<file path="config.mk">
export PLATFORM = sky130hd
export DESIGN_NAME = pm1_evt_block
export DESIGN_NICKNAME = d
export VERILOG_FILES = /design/src/rtl/pm1_evt_pkg.sv /design/src/rtl/pm1_port_decode.sv /design/src/rtl/pm1_status_reg.sv /design/src/rtl/pm1_enable_reg.sv /design/src/rtl/pm1_sci_gen.sv /design/src/rtl/pm1_evt_block.sv
export SDC_FILE = /design/constraint.sdc
export NUM_CORES = 1
export LEC_CHECK = 0
export BUFFER_PORTS_ARGS = -buffer_cell sky130_fd_sc_hd__buf_2
export CAP_MARGIN = 0
export CORE_MARGIN = 2
export CORE_UTILIZATION = 33
export DETAILED_ROUTE_END_ITERATION = 7
export PLACE_DENSITY = 0.78
export RECOVER_POWER = 100
export SYNTH_ARGS = -nofsm -noshare
export SYNTH_HDL_FRONTEND = slang
export SYNTH_SLANG_ARGS = --single-unit
</file>
<file path="constraint.sdc">
create_clock -name clk -period 1.15 [get_ports clk]
set_input_delay 0 -clock clk [delete_from_list [all_inputs] [get_ports clk]]
set_output_delay 0 -clock clk [all_outputs]
set_load 0.01 [all_outputs]
</file>
<file path="src/rtl/pm1_evt_pkg.sv">
package pm1_evt_pkg;

  localparam int unsigned WORD_W = 16;
  typedef logic [WORD_W-1:0] pm1_word_t;

  // status flag positions
  localparam pm1_word_t F_TMR = 16'h0001;
  localparam pm1_word_t F_BM  = 16'h0010;
  localparam pm1_word_t F_GBL = 16'h0020;
  localparam pm1_word_t F_PWR = 16'h0100;
  localparam pm1_word_t F_SLP = 16'h0200;
  localparam pm1_word_t F_RTC = 16'h0400;
  localparam pm1_word_t F_WAK = 16'h8000;

  // derived groups
  localparam pm1_word_t STS_IMPL  = F_TMR | F_BM | F_GBL | F_PWR | F_SLP | F_RTC | F_WAK;
  localparam pm1_word_t STS_W1C   = F_WAK | F_RTC | F_SLP | F_PWR | F_BM;
  localparam pm1_word_t SRC_MASK  = STS_IMPL & ~F_PWR;
  localparam pm1_word_t EN_KEEP   = F_PWR | F_GBL;
  localparam pm1_word_t IRQ_GROUP = F_TMR | F_GBL | F_PWR | F_SLP | F_RTC;

  typedef enum logic [1:0] {
    SEL_NONE = 2'd0,
    SEL_STS  = 2'd1,
    SEL_EN   = 2'd2
  } pm1_sel_e;

endpackage

</file>
<file path="src/rtl/pm1_port_decode.sv">
module pm1_port_decode
  import pm1_evt_pkg::*;
#(
  parameter int unsigned          ADDR_W    = 16,
  parameter int unsigned          SIZE_W    = 3,
  parameter int unsigned          ACC_BYTES = 2,
  parameter logic [ADDR_W-1:0]    STS_PORT  = 'h400,
  parameter logic [ADDR_W-1:0]    EN_PORT   = 'h402
) (
  input  logic              io_req,
  input  logic              io_wr,
  input  logic [ADDR_W-1:0] io_port,
  input  logic [SIZE_W-1:0] io_bytes,
  output pm1_sel_e          sel,
  output logic              acc_ok,
  output logic              acc_bad,
  output logic              sts_wr,
  output logic              en_wr
);

  localparam logic [SIZE_W-1:0] GOOD_SIZE = SIZE_W'(ACC_BYTES);

  logic hit;
  logic size_good;

  always_comb begin
    if (io_port == STS_PORT)     sel = SEL_STS;
    else if (io_port == EN_PORT) sel = SEL_EN;
    else                         sel = SEL_NONE;
  end

  assign hit       = io_req && (sel != SEL_NONE);
  assign size_good = (io_bytes == GOOD_SIZE);
  assign acc_ok    = hit && size_good;
  assign acc_bad   = hit && !size_good;
  assign sts_wr    = acc_ok && io_wr && (sel == SEL_STS);
  assign en_wr     = acc_ok && io_wr && (sel == SEL_EN);

endmodule

</file>
<file path="src/rtl/pm1_status_reg.sv">
module pm1_status_reg
  import pm1_evt_pkg::*;
(
  input  logic      clk,
  input  logic      rst,
  input  logic      wr_stb,
  input  pm1_word_t wdata,
  input  pm1_word_t set_vec,
  output pm1_word_t sts_q
);

  pm1_word_t clr_vec;
  pm1_word_t sts_d;

  // set wins over clear in the same cycle
  assign clr_vec = wr_stb ? (wdata & STS_W1C) : '0;
  assign sts_d   = ((sts_q & ~clr_vec) | set_vec) & STS_IMPL;

  always_ff @(posedge clk) begin
    if (rst) sts_q <= '0;
    else     sts_q <= sts_d;
  end

endmodule

</file>
<file path="src/rtl/pm1_enable_reg.sv">
module pm1_enable_reg
  import pm1_evt_pkg::*;
(
  input  logic      clk,
  input  logic      rst,
  input  logic      wr_stb,
  input  pm1_word_t wdata,
  output pm1_word_t en_q
);

  always_ff @(posedge clk) begin
    if (rst)         en_q <= '0;
    else if (wr_stb) en_q <= wdata & EN_KEEP;
  end

endmodule

</file>
<file path="src/rtl/pm1_sci_gen.sv">
module pm1_sci_gen
  import pm1_evt_pkg::*;
#(
  parameter bit ACTIVE_LOW = 1'b1
) (
  input  logic      clk,
  input  logic      rst,
  input  pm1_word_t sts,
  input  pm1_word_t en,
  output logic      irq
);

  logic need;
  assign need = |(sts & en & IRQ_GROUP);

  generate
    if (ACTIVE_LOW) begin : g_low
      always_ff @(posedge clk) begin
        if (rst) irq <= 1'b1;
        else     irq <= ~need;
      end
    end else begin : g_high
      always_ff @(posedge clk) begin
        if (rst) irq <= 1'b0;
        else     irq <= need;
      end
    end
  endgenerate

endmodule

</file>
<file path="src/rtl/pm1_evt_block.sv">
module pm1_evt_block
  import pm1_evt_pkg::*;
#(
  parameter int unsigned       ADDR_W    = 16,
  parameter int unsigned       SIZE_W    = 3,
  parameter int unsigned       ACC_BYTES = 2,
  parameter logic [ADDR_W-1:0] STS_PORT  = 'h400
) (
  input  logic              clk,
  input  logic              rst,
  input  logic              io_req,
  input  logic              io_wr,
  input  logic [ADDR_W-1:0] io_port,
  input  logic [SIZE_W-1:0] io_bytes,
  input  logic [15:0]       io_wdata,
  output logic [15:0]       io_rdata,
  output logic              io_ok,
  output logic              io_err,
  input  logic [15:0]       src_set,
  input  logic              btn_evt,
  input  logic              btn_arm,
  output logic              sci_n
);

  localparam logic [ADDR_W-1:0] EN_PORT = STS_PORT + ADDR_W'(2);

  pm1_sel_e  sel;
  logic      acc_ok, acc_bad, sts_wr, en_wr;
  pm1_word_t sts_q, en_q, set_vec;

  pm1_port_decode #(
    .ADDR_W(ADDR_W), .SIZE_W(SIZE_W), .ACC_BYTES(ACC_BYTES),
    .STS_PORT(STS_PORT), .EN_PORT(EN_PORT)
  ) u_dec (
    .io_req(io_req), .io_wr(io_wr), .io_port(io_port), .io_bytes(io_bytes),
    .sel(sel), .acc_ok(acc_ok), .acc_bad(acc_bad),
    .sts_wr(sts_wr), .en_wr(en_wr)
  );

  // button only while armed; other sources through their own mask
  assign set_vec = (src_set & SRC_MASK) | ((btn_evt && btn_arm) ? F_PWR : '0);

  pm1_status_reg u_sts (
    .clk(clk), .rst(rst), .wr_stb(sts_wr), .wdata(io_wdata),
    .set_vec(set_vec), .sts_q(sts_q)
  );

  pm1_enable_reg u_en (
    .clk(clk), .rst(rst), .wr_stb(en_wr), .wdata(io_wdata), .en_q(en_q)
  );

  pm1_sci_gen #(.ACTIVE_LOW(1'b1)) u_sci (
    .clk(clk), .rst(rst), .sts(sts_q), .en(en_q), .irq(sci_n)
  );

  always_ff @(posedge clk) begin
    if (rst) begin
      io_ok    <= 1'b0;
      io_err   <= 1'b0;
      io_rdata <= '0;
    end else begin
      io_ok  <= acc_ok;
      io_err <= acc_bad;
      if (acc_ok && !io_wr)
        io_rdata <= (sel == SEL_STS) ? sts_q : en_q;
      else
        io_rdata <= '0;
    end
  end

endmodule

</file>
==> flow_summary.toml, run 1 <==
[drt]
remaining_drc_errors = 0
dr_wl_met3_um = 138
highest_layer = "met4"
wl_met2_um = 1020
wirelength_um = 1990
avgRoutedWirePerCell_um = 10.9
viasPerCell = 4.38
postRouteAntennaNets = 0
drt_pass1_iterations = 4
wl_met1_um = 783
vias = 801
first_iter_violations = 9

[yosys]
synthCells = 84
synth-edff-count = 0
synth_cell_types = 25
netlist.area_leader.share = 0.442
syn_avg_cell_area_um2 = 10.2
synth_area_leader_cell = "dfxtp_1"
async_flop_share = 0
synth_warnings = 0
synth_area_leaders = "dfxtp_1 (44%), buf_4 (7.8%), nor4_4 (7.4%)"
syn_area_um2 = 861
yosysSeqAreaShare = 0.442
ys_seq_elements = 19
ys.flop_type = "dfxtp_1"

[sta]
hold_viol = 0
whs_ns = 0.0199
finalCritPeriodShare = 0.895
slew_viol_final = 0
skew_ns = 0.00129
setup_viol = 0
fin_crit_ns = 1.03
rsz0062_at_grt = "no"
setup_ws_ns = 0.120
finalSetupTns_ns = 0
fmax_mhz = 971

[critical_path]
path_cells = "buf_2 > nor4_2 > dlygate4sd3_1 > nand3_1 > nor3_1"
reg2reg_depth = 2
crit_buf_inv = 2
cp.required_ns = 1.36
critPathLaunch = "io_port[4]"
r2r_start = "u_en.en_q[5]$_SDFFE_PP0P_"
cp-end-kind = "flip-flop"
arrival_ns = 1.24
cp.depth = 5
worstSetupPathType = "in -> reg"
worst_setup_path_start_kind = "primary input"
critical_path.top_delay_family = "buffers and inverters"
crit_path_max_fanout = 2
critPathSlowestCell = "dlygate4sd3_1"
slowest_delay_ns = 0.59

[clocking]
cts_root_buffer = "clkbuf_4"
cts_resized = 0
clk_pin_slew_worst_paths_ns = 0.10
htreeDepth = 1
cts_tree = "built"
cts_buffer_depth = 2
cts_inserted_buffers = 3
clock_latency_ns = 0.28
clock-sinks = 19

[finish]
drive_gt1_frac = 0.327
final_util = 0.516
final_cell_mix = "buf_2 (34), dfxtp_1 (19), dlygate4sd3_1 (15)"
layout_commonest_cell = "buf_2"
fillCellCount = 237
antenna_cells = 0
fin_area_um2 = 1280
layoutNonFillerInstCount = 183
nets = 211
area_growth_pct = 48.4

[floorplanning]
core_area_um2 = 2480
rows = 18
die_area_um2 = 3030
die_x_um = 55.1
die_h_um = 55.1
start_util = 0.347
ios = 76

[placed_design]
dp_hpwl_um = 1560
gp_congestion = 0.764
post_dp_cell_area_um2 = 1120
portBuffers = 46
dp_cells = 163
dpl_worst_slack_ns = -0.160

[power]
cellPowerDensity_nw_per_um2 = 925
p_leak_nw = 0.574
max-vdd-ir-drop_uv = 882
finalPower_mw = 1.18

[global_routing]
antenna_found_initial = 0
global_route.usage.total = 0.154
grt_pass1_vias = 817
overflow = 0
grt_max_degree = 13
grt_pass1_wl_um = 3210

[hold_path]
holdPathStages = 4
min_from = "io_port[15]"
hold_path_class = "in -> reg"

[flow_run]
cap_violations = 0

[outcome]
status = "completed"
-- logic make-up (layout without fill, tap and decap cells) --
family,count (synthesis),count (layout),share of synthesized area
other,1,9,0.00436
and+or+nand+nor,38,38,0.337
AOI/OAI and AO/OA,7,7,0.0654
buffers and inverters,15,76,0.105
muxes,4,4,0.0465
DFF,19,19,0.442
-- final cells by class --
type / count / area (um^2) / area share
Multi-Input combinational cell: 58 / 407 / 0.318
Inverter: 5 / 18.8 / 0.0147
Sequential cell: 19 / 380 / 0.298
Tap cell: 30 / 37.5 / 0.0294
Timing Repair Buffer: 67 / 407 / 0.318
Clock inverter: 1 / 5.00 / 0.00392
Clock buffer: 3 / 22.5 / 0.0176
-- report_power, final --
part / internal (mW) / switching, mW
clock network: 0.129 / 0.183
registers: 0.675 / 0.0101
logic: 0.105 / 0.0793
total: 0.909 / 0.272
-- Yosys cell counts (2+ instances only) --
cell and instances:
nand3_1 2, nand2b_1 4, a311oi_1 5, nor3_1 2, nor4_4 3, buf_4 9, and2_1 5, inv_1 5
nor2_1 11, nor3_2 2, mux2i_1 4, dfxtp_1 19
-- metal layers --
metal	vias up	GRT usage
li1	415	-
met5	-	0
met2	36	0.304
met1	346	0.141
met4	0	0.0772
met3	4	0.0403
-- path summary, 6_finish.rpt --
| check | to | slack [ns] |
|---|---|---|
| setup / recovery | io_err$_SDFF_PP0_ | 0.12 |
| hold / removal | io_err$_SDFF_PP0_ | 0.02 |
| setup reg to reg | u_sci.irq$_SDFF_PP1_ | 0.31 |
| hold reg to reg | u_sts.sts_q[0]$_SDFF_PP0_ | 0.46 |
-- registers in the layout (all words and copies together) (netlist names) --
register and count:
io_err 1, io_rdata 7, io_ok 1, u_en.en_q 2, u_sci.irq 1, u_sts.sts_q 7
-- worst reg2reg max path: stages, from the launching register on --
cell and delay (ns):
dfxtp_1 0.37, a22oi_1 0.09, or2_2 0.27
-- what timing repair did --
item / CTS / global route
setup endpoints to repair: 0 / 1
hold endpoints to repair: 10 / 0
hold buffers: 15 / 0
setup buffers: 0 / 1
Note: power is estimated with default switching activity, not from simulation.
==> run 2, diff against run 1 <==
Settings changed: ABC_AREA from default to 1, PLACE_DENSITY 0.78 to 0.77.
==> run 2 against run 1 <==
Against the previous run:
- maximum frequency decreased by 7.9%
- combinational power down 2%
- non-clock buffer count down 3
- flip-flop and latch count unchanged
- count of clock-buffer cells in the layout unchanged
- critical path depth shrank 1
- routed wire length shrank 5.3%
- via count is 9.0% higher
- first-iteration DRC count decreased by 44%
- final area grew 0.78%
- critical endpoint is now u_sts.sts_q[0]$_SDFF_PP0_
==> flow_summary.toml, run 2 <==
[outcome]
status = "completed"

[critical_path]
worstSetupPathType = "in -> reg"
worst_setup_path_start_kind = "primary input"
cp.required_ns = 1.34
crit_path_max_fanout = 8
cp-end-kind = "flip-flop"
arrival_ns = 1.31

[sta]
hold_viol = 0
skew_ns = 0.00637
setup_viol = 0
finalCritPeriodShare = 0.972
fin_crit_ns = 1.12
rsz0062_at_grt = "no"
slew_viol_final = 0
setup_ws_ns = 0.0319
fmax_mhz = 894

[placed_design]
portBuffers = 46
dp_hpwl_um = 1410
dpl_worst_slack_ns = -0.0516
gp_congestion = 0.803
dp_cells = 199

[yosys]
synth-edff-count = 0
synth_warnings = 0
synth_area_leader_cell = "dfxtp_1"
yosysSeqAreaShare = 0.438
syn_area_um2 = 868
netlist.area_leader.share = 0.438
synth_commonest_cells = "nor2_1 (25), inv_1 (24), nand2_1 (20)"
synth_area_leaders = "dfxtp_1 (44%), nor2_1 (11%), inv_1 (10%)"
async_flop_share = 0
yosysMostFrequentCell = "nor2_1"
ys.flop_type = "dfxtp_1"
synthCells = 122
synth_cell_types = 17
ys_seq_elements = 19
syn_avg_cell_area_um2 = 7.12

[floorplanning]
rows = 18
die_h_um = 55.3
die_area_um2 = 3060
core_area_um2 = 2480
die_x_um = 55.3
ios = 76
start_util = 0.351

[power]
cellPowerDensity_nw_per_um2 = 932
finalPower_mw = 1.20
p_leak_nw = 0.653
max-vdd-ir-drop_uv = 539

[finish]
layout_commonest_cell = "buf_2"
nets = 246
reg_top3 = "io_rdata: 7 flops, u_sts.sts_q: 7 flops, u_en.en_q: 2 flops"
drive_gt1_frac = 0.282
antenna_cells = 0
area_growth_pct = 48.3
final_cell_mix = "buf_2 (35), nor2_1 (23), inv_1 (22)"
layoutNonFillerInstCount = 218

[drt]
viasPerCell = 4.00
remaining_drc_errors = 0
wirelength_um = 1880
drt_pass1_iterations = 4
vias = 873
postRouteAntennaNets = 0
avgRoutedWirePerCell_um = 8.62
first_iter_violations = 5

[clocking]
cts_inserted_buffers = 3
cts_root_buffer = "clkbuf_4"
cts_tree = "built"
htreeDepth = 1
clock-sinks = 19
cts_buffer_depth = 2
clock_latency_ns = 0.30
clk_pin_slew_worst_paths_ns = 0.10

[flow_run]
cap_violations = 0

[global_routing]
grt_pass1_wl_um = 3310
antenna_found_initial = 0
overflow = 0
grt_max_degree = 12
grt_pass1_vias = 835
global_route.usage.total = 0.132

[hold_path]
hold_path_class = "in -> reg"
## run 2: changes by cell type in the layout (fill, tap and decap cells not counted), moves of 5 or more
cell,previous run,this run
a21oi_1,1,8
nand2_1,1,21
inv_1,5,22
nor2_1,11,23
a311oi_1,5,0
o21bai_1,0,5
## run 2: final cells by class
cell class,instances,area (um^2)
Timing Repair Buffer,64,393
Tap cell,30,37.5
Fill cell,249,1190
Inverter,24,90.1
Clock inverter,1,5.00
Clock buffer,3,22.5
Multi-Input combinational cell,77,359
Sequential cell,19,380
## run 2: path summary, 6_finish.rpt
kind	depth (start not counted)	end	slack (ns)	start
hold reg to reg	2	io_rdata[15]$_SDFF_PP0_	0.44	u_sts.sts_q[15]$_SDFF_PP0_
hold / removal	4	u_sts.sts_q[10]$_SDFF_PP0_	0.03	io_wdata[10]
setup reg to reg	3	u_sts.sts_q[0]$_SDFF_PP0_	0.07	u_sts.sts_q[0]$_SDFF_PP0_
setup / recovery	4	u_sts.sts_q[0]$_SDFF_PP0_	0.03	rst
## run 2: per-stage QoR
step / hold WS (ns) / utilization / area [um^2] / setup TNS (ns)
3_3_place_gp: 0.210 / 0.451 / 1120 / 0
6_report: 0.0252 / 0.520 / 1290 / 0
3_5_place_dp: 0.222 / 0.451 / 1120 / -0.110
4_1_cts: 0.0183 / 0.523 / 1290 / 0
5_1_grt: 0.0250 / 0.520 / 1290 / 0
2_1_floorplan: 0.116 / - / 898 / 0
## run 2: metal layers
metal,share of wire,GRT usage,wire length (um),vias up
li1,-,-,-,474
met4,0.012,0.0732,23,0
met2,0.52,0.235,971,20
met3,0.044,0.00937,83,2
met5,0,0,0,-
met1,0.43,0.155,802,377
## run 2: cell families after synthesis
kind of cell,share of synthesized area
AND/OR/NAND/NOR,0.264
buffers and inverters,0.186
flip-flops,0.438
AO/OA/AOI/OAI,0.108
other,0.00432
## run 2: worst max-delay path, stage by stage
cell and delay, ns:
dlygate4sd3_1 0.52, buf_2 0.19, nor2_1 0.06, dlygate4sd3_1 0.54
## run 2: repair_timing
item	4_1_cts	5_1_grt
endpoints found under the hold margin	12	0
gates resized for setup	0	4
hold buffers	15	0
setup buffers	0	1
setup endpoints to repair	0	7
## run 2: power breakdown
| group | leakage, nW | internal, mW | switching (mW) |
|---|---|---|---|
| logic | 0.480 | 0.104 | 0.0759 |
| clock network | 0.0177 | 0.130 | 0.209 |
| registers | 0.155 | 0.675 | 0.00704 |
| total | 0.653 | 0.908 | 0.292 |
==> run 3, diff against run 2 <==
Settings changed: CORE_UTILIZATION 33 to 37, PLACE_DENSITY 0.77 to 0.82.
Clock period 1.15 ns to 1.1 ns, I/O delays scaled along.
==> run 3 against run 2 <==
Against the previous run:
- count of clock-buffer cells in the layout unchanged
- first-iteration DRC count decreased by 20%
- final area decreased by 1.6%
- clock skew decreased by 0.0036 ns
- die area decreased by 10%
- global-route usage increased by 1.1 points
- core utilization increased by 5.3 points
- via count unchanged
- sequential power increased by 4.5%
- register-to-register slack improved by 0.29 ns
- final cell count decreased by 1.4%
- critical path depth increased by 3
- critical endpoint is now io_rdata[8]$_SDFF_PP0_
- critical path type unchanged
==> flow_summary.toml, run 3 (synthesis gave the netlist of run 2 again) <==
[floorplanning]
die_area_um2 = 2750
rows = 17
core_area_um2 = 2210
die_x_um = 52.4
die_h_um = 52.4
start_util = 0.393
ios = 76

[drt]
avgRoutedWirePerCell_um = 8.33
viasPerCell = 4.06
remaining_drc_errors = 0
postRouteAntennaNets = 0
wirelength_um = 1790
vias = 873
first_iter_violations = 4
drt_pass1_iterations = 4

[critical_path]
worstSetupPathType = "in -> reg"
arrival_ns = 1.27
cp.required_ns = 1.32
crit_path_max_fanout = 8
worst_setup_path_start_kind = "primary input"
cp-end-kind = "flip-flop"

[global_routing]
grt_pass1_vias = 776
overflow = 0
grt_pass1_wl_um = 2970
grt_max_degree = 12
busiest_layer = "met2"
use_met1 = 0.159
grtUsageMet3 = 0.0371
global_route.usage.total = 0.143
antenna_found_initial = 0
grt_use_met2 = 0.256

[sta]
fmax_mhz = 956
setup_viol = 0
setup_ws_ns = 0.0536
skew_ns = 0.00275
fin_crit_ns = 1.05
rsz0062_at_grt = "no"
finalSetupTns_ns = 0
finalCritPeriodShare = 0.951
whs_ns = 0.0159
hold_viol = 0
slew_viol_final = 0

[placed_design]
dpl_worst_slack_ns = -0.0967
dp_cells = 198
portBuffers = 46
dp_hpwl_um = 1430
gp_congestion = 0.769

[power]
p_leak_nw = 0.652
max-vdd-ir-drop_uv = 762
finalPower_mw = 1.23
cellPowerDensity_nw_per_um2 = 972

[finish]
fillCellCount = 234
reg_top3 = "io_rdata: 7 flops, u_sts.sts_q: 7 flops, u_en.en_q: 2 flops"
drive_gt1_frac = 0.273
layoutNonFillerInstCount = 215
antenna_cells = 0
nets = 245
area_growth_pct = 46.0
layout_commonest_cell = "buf_2"
final_cell_mix = "buf_2 (36), nor2_1 (25), inv_1 (24)"

[clocking]
cts_root_buffer = "clkbuf_4"
clk_pin_slew_worst_paths_ns = 0.10
cts_inserted_buffers = 3
cts_buffer_depth = 2
cts_tree = "built"
postCtsSetupRepairBufs = 0
htreeDepth = 1
clock_latency_ns = 0.29
clock-sinks = 19

[hold_path]
hold_path_class = "in -> reg"

[flow_run]
cap_violations = 0

[outcome]
status = "completed"
==> run 3: layout make-up <==
cell class / count / area [um^2] / share of cell area
multi-input cells: 77 / 357 / 0.281
flip-flops and latches: 19 / 380 / 0.300
well taps: 28 / 35.0 / 0.0276
repair buffers: 63 / 378 / 0.298
inverters: 24 / 90.1 / 0.0711
clock buffers: 3 / 22.5 / 0.0178
clock inverters: 1 / 5.00 / 0.00395
==> run 3: metal layers <==
layer  part of all wire  wire, um
met1               0.43       767
met2               0.49       876
met3              0.070       126
met4              0.012        22
met5                  0         0
==> run 3: worst max-delay path, cell delays in order <==
cell	delay [ns]
dlygate4sd3_1	0.53
buf_2	0.17
inv_1	0.14
nand2_2	0.09
nor2_4	0.10
nand2_1	0.08
a21oi_1	0.16
==> run 3: per-stage QoR <==
stage | util | instance area [um^2]
floorplan | - | 898
global placement | 0.507 | 1120
detailed placement | 0.507 | 1120
CTS | 0.579 | 1280
global route | 0.573 | 1270
finish | 0.573 | 1270
==> run 3: final timing paths <==
path	startpoint	end	slack (ns)	cells past startpoint
worst min register to register	u_sts.sts_q[15]$_SDFF_PP0_	io_rdata[15]$_SDFF_PP0_	0.44	2
worst max-delay path	rst	io_rdata[8]$_SDFF_PP0_	0.05	7
worst max register to register	u_sts.sts_q[8]$_SDFF_PP0_	u_sts.sts_q[8]$_SDFF_PP0_	0.36	3
worst min-delay path	io_wr	io_rdata[5]$_SDFF_PP0_	0.02	4
==> run 3: where the power goes <==
part           switching, mW  internal, mW
clock network          0.204         0.135
registers            0.00757         0.706
logic                 0.0773         0.102
==> run 3: repair_timing <==
item	4_1_cts	5_1_grt
endpoints found under the hold margin	10	0
hold buffers	13	0
resized for setup	0	0
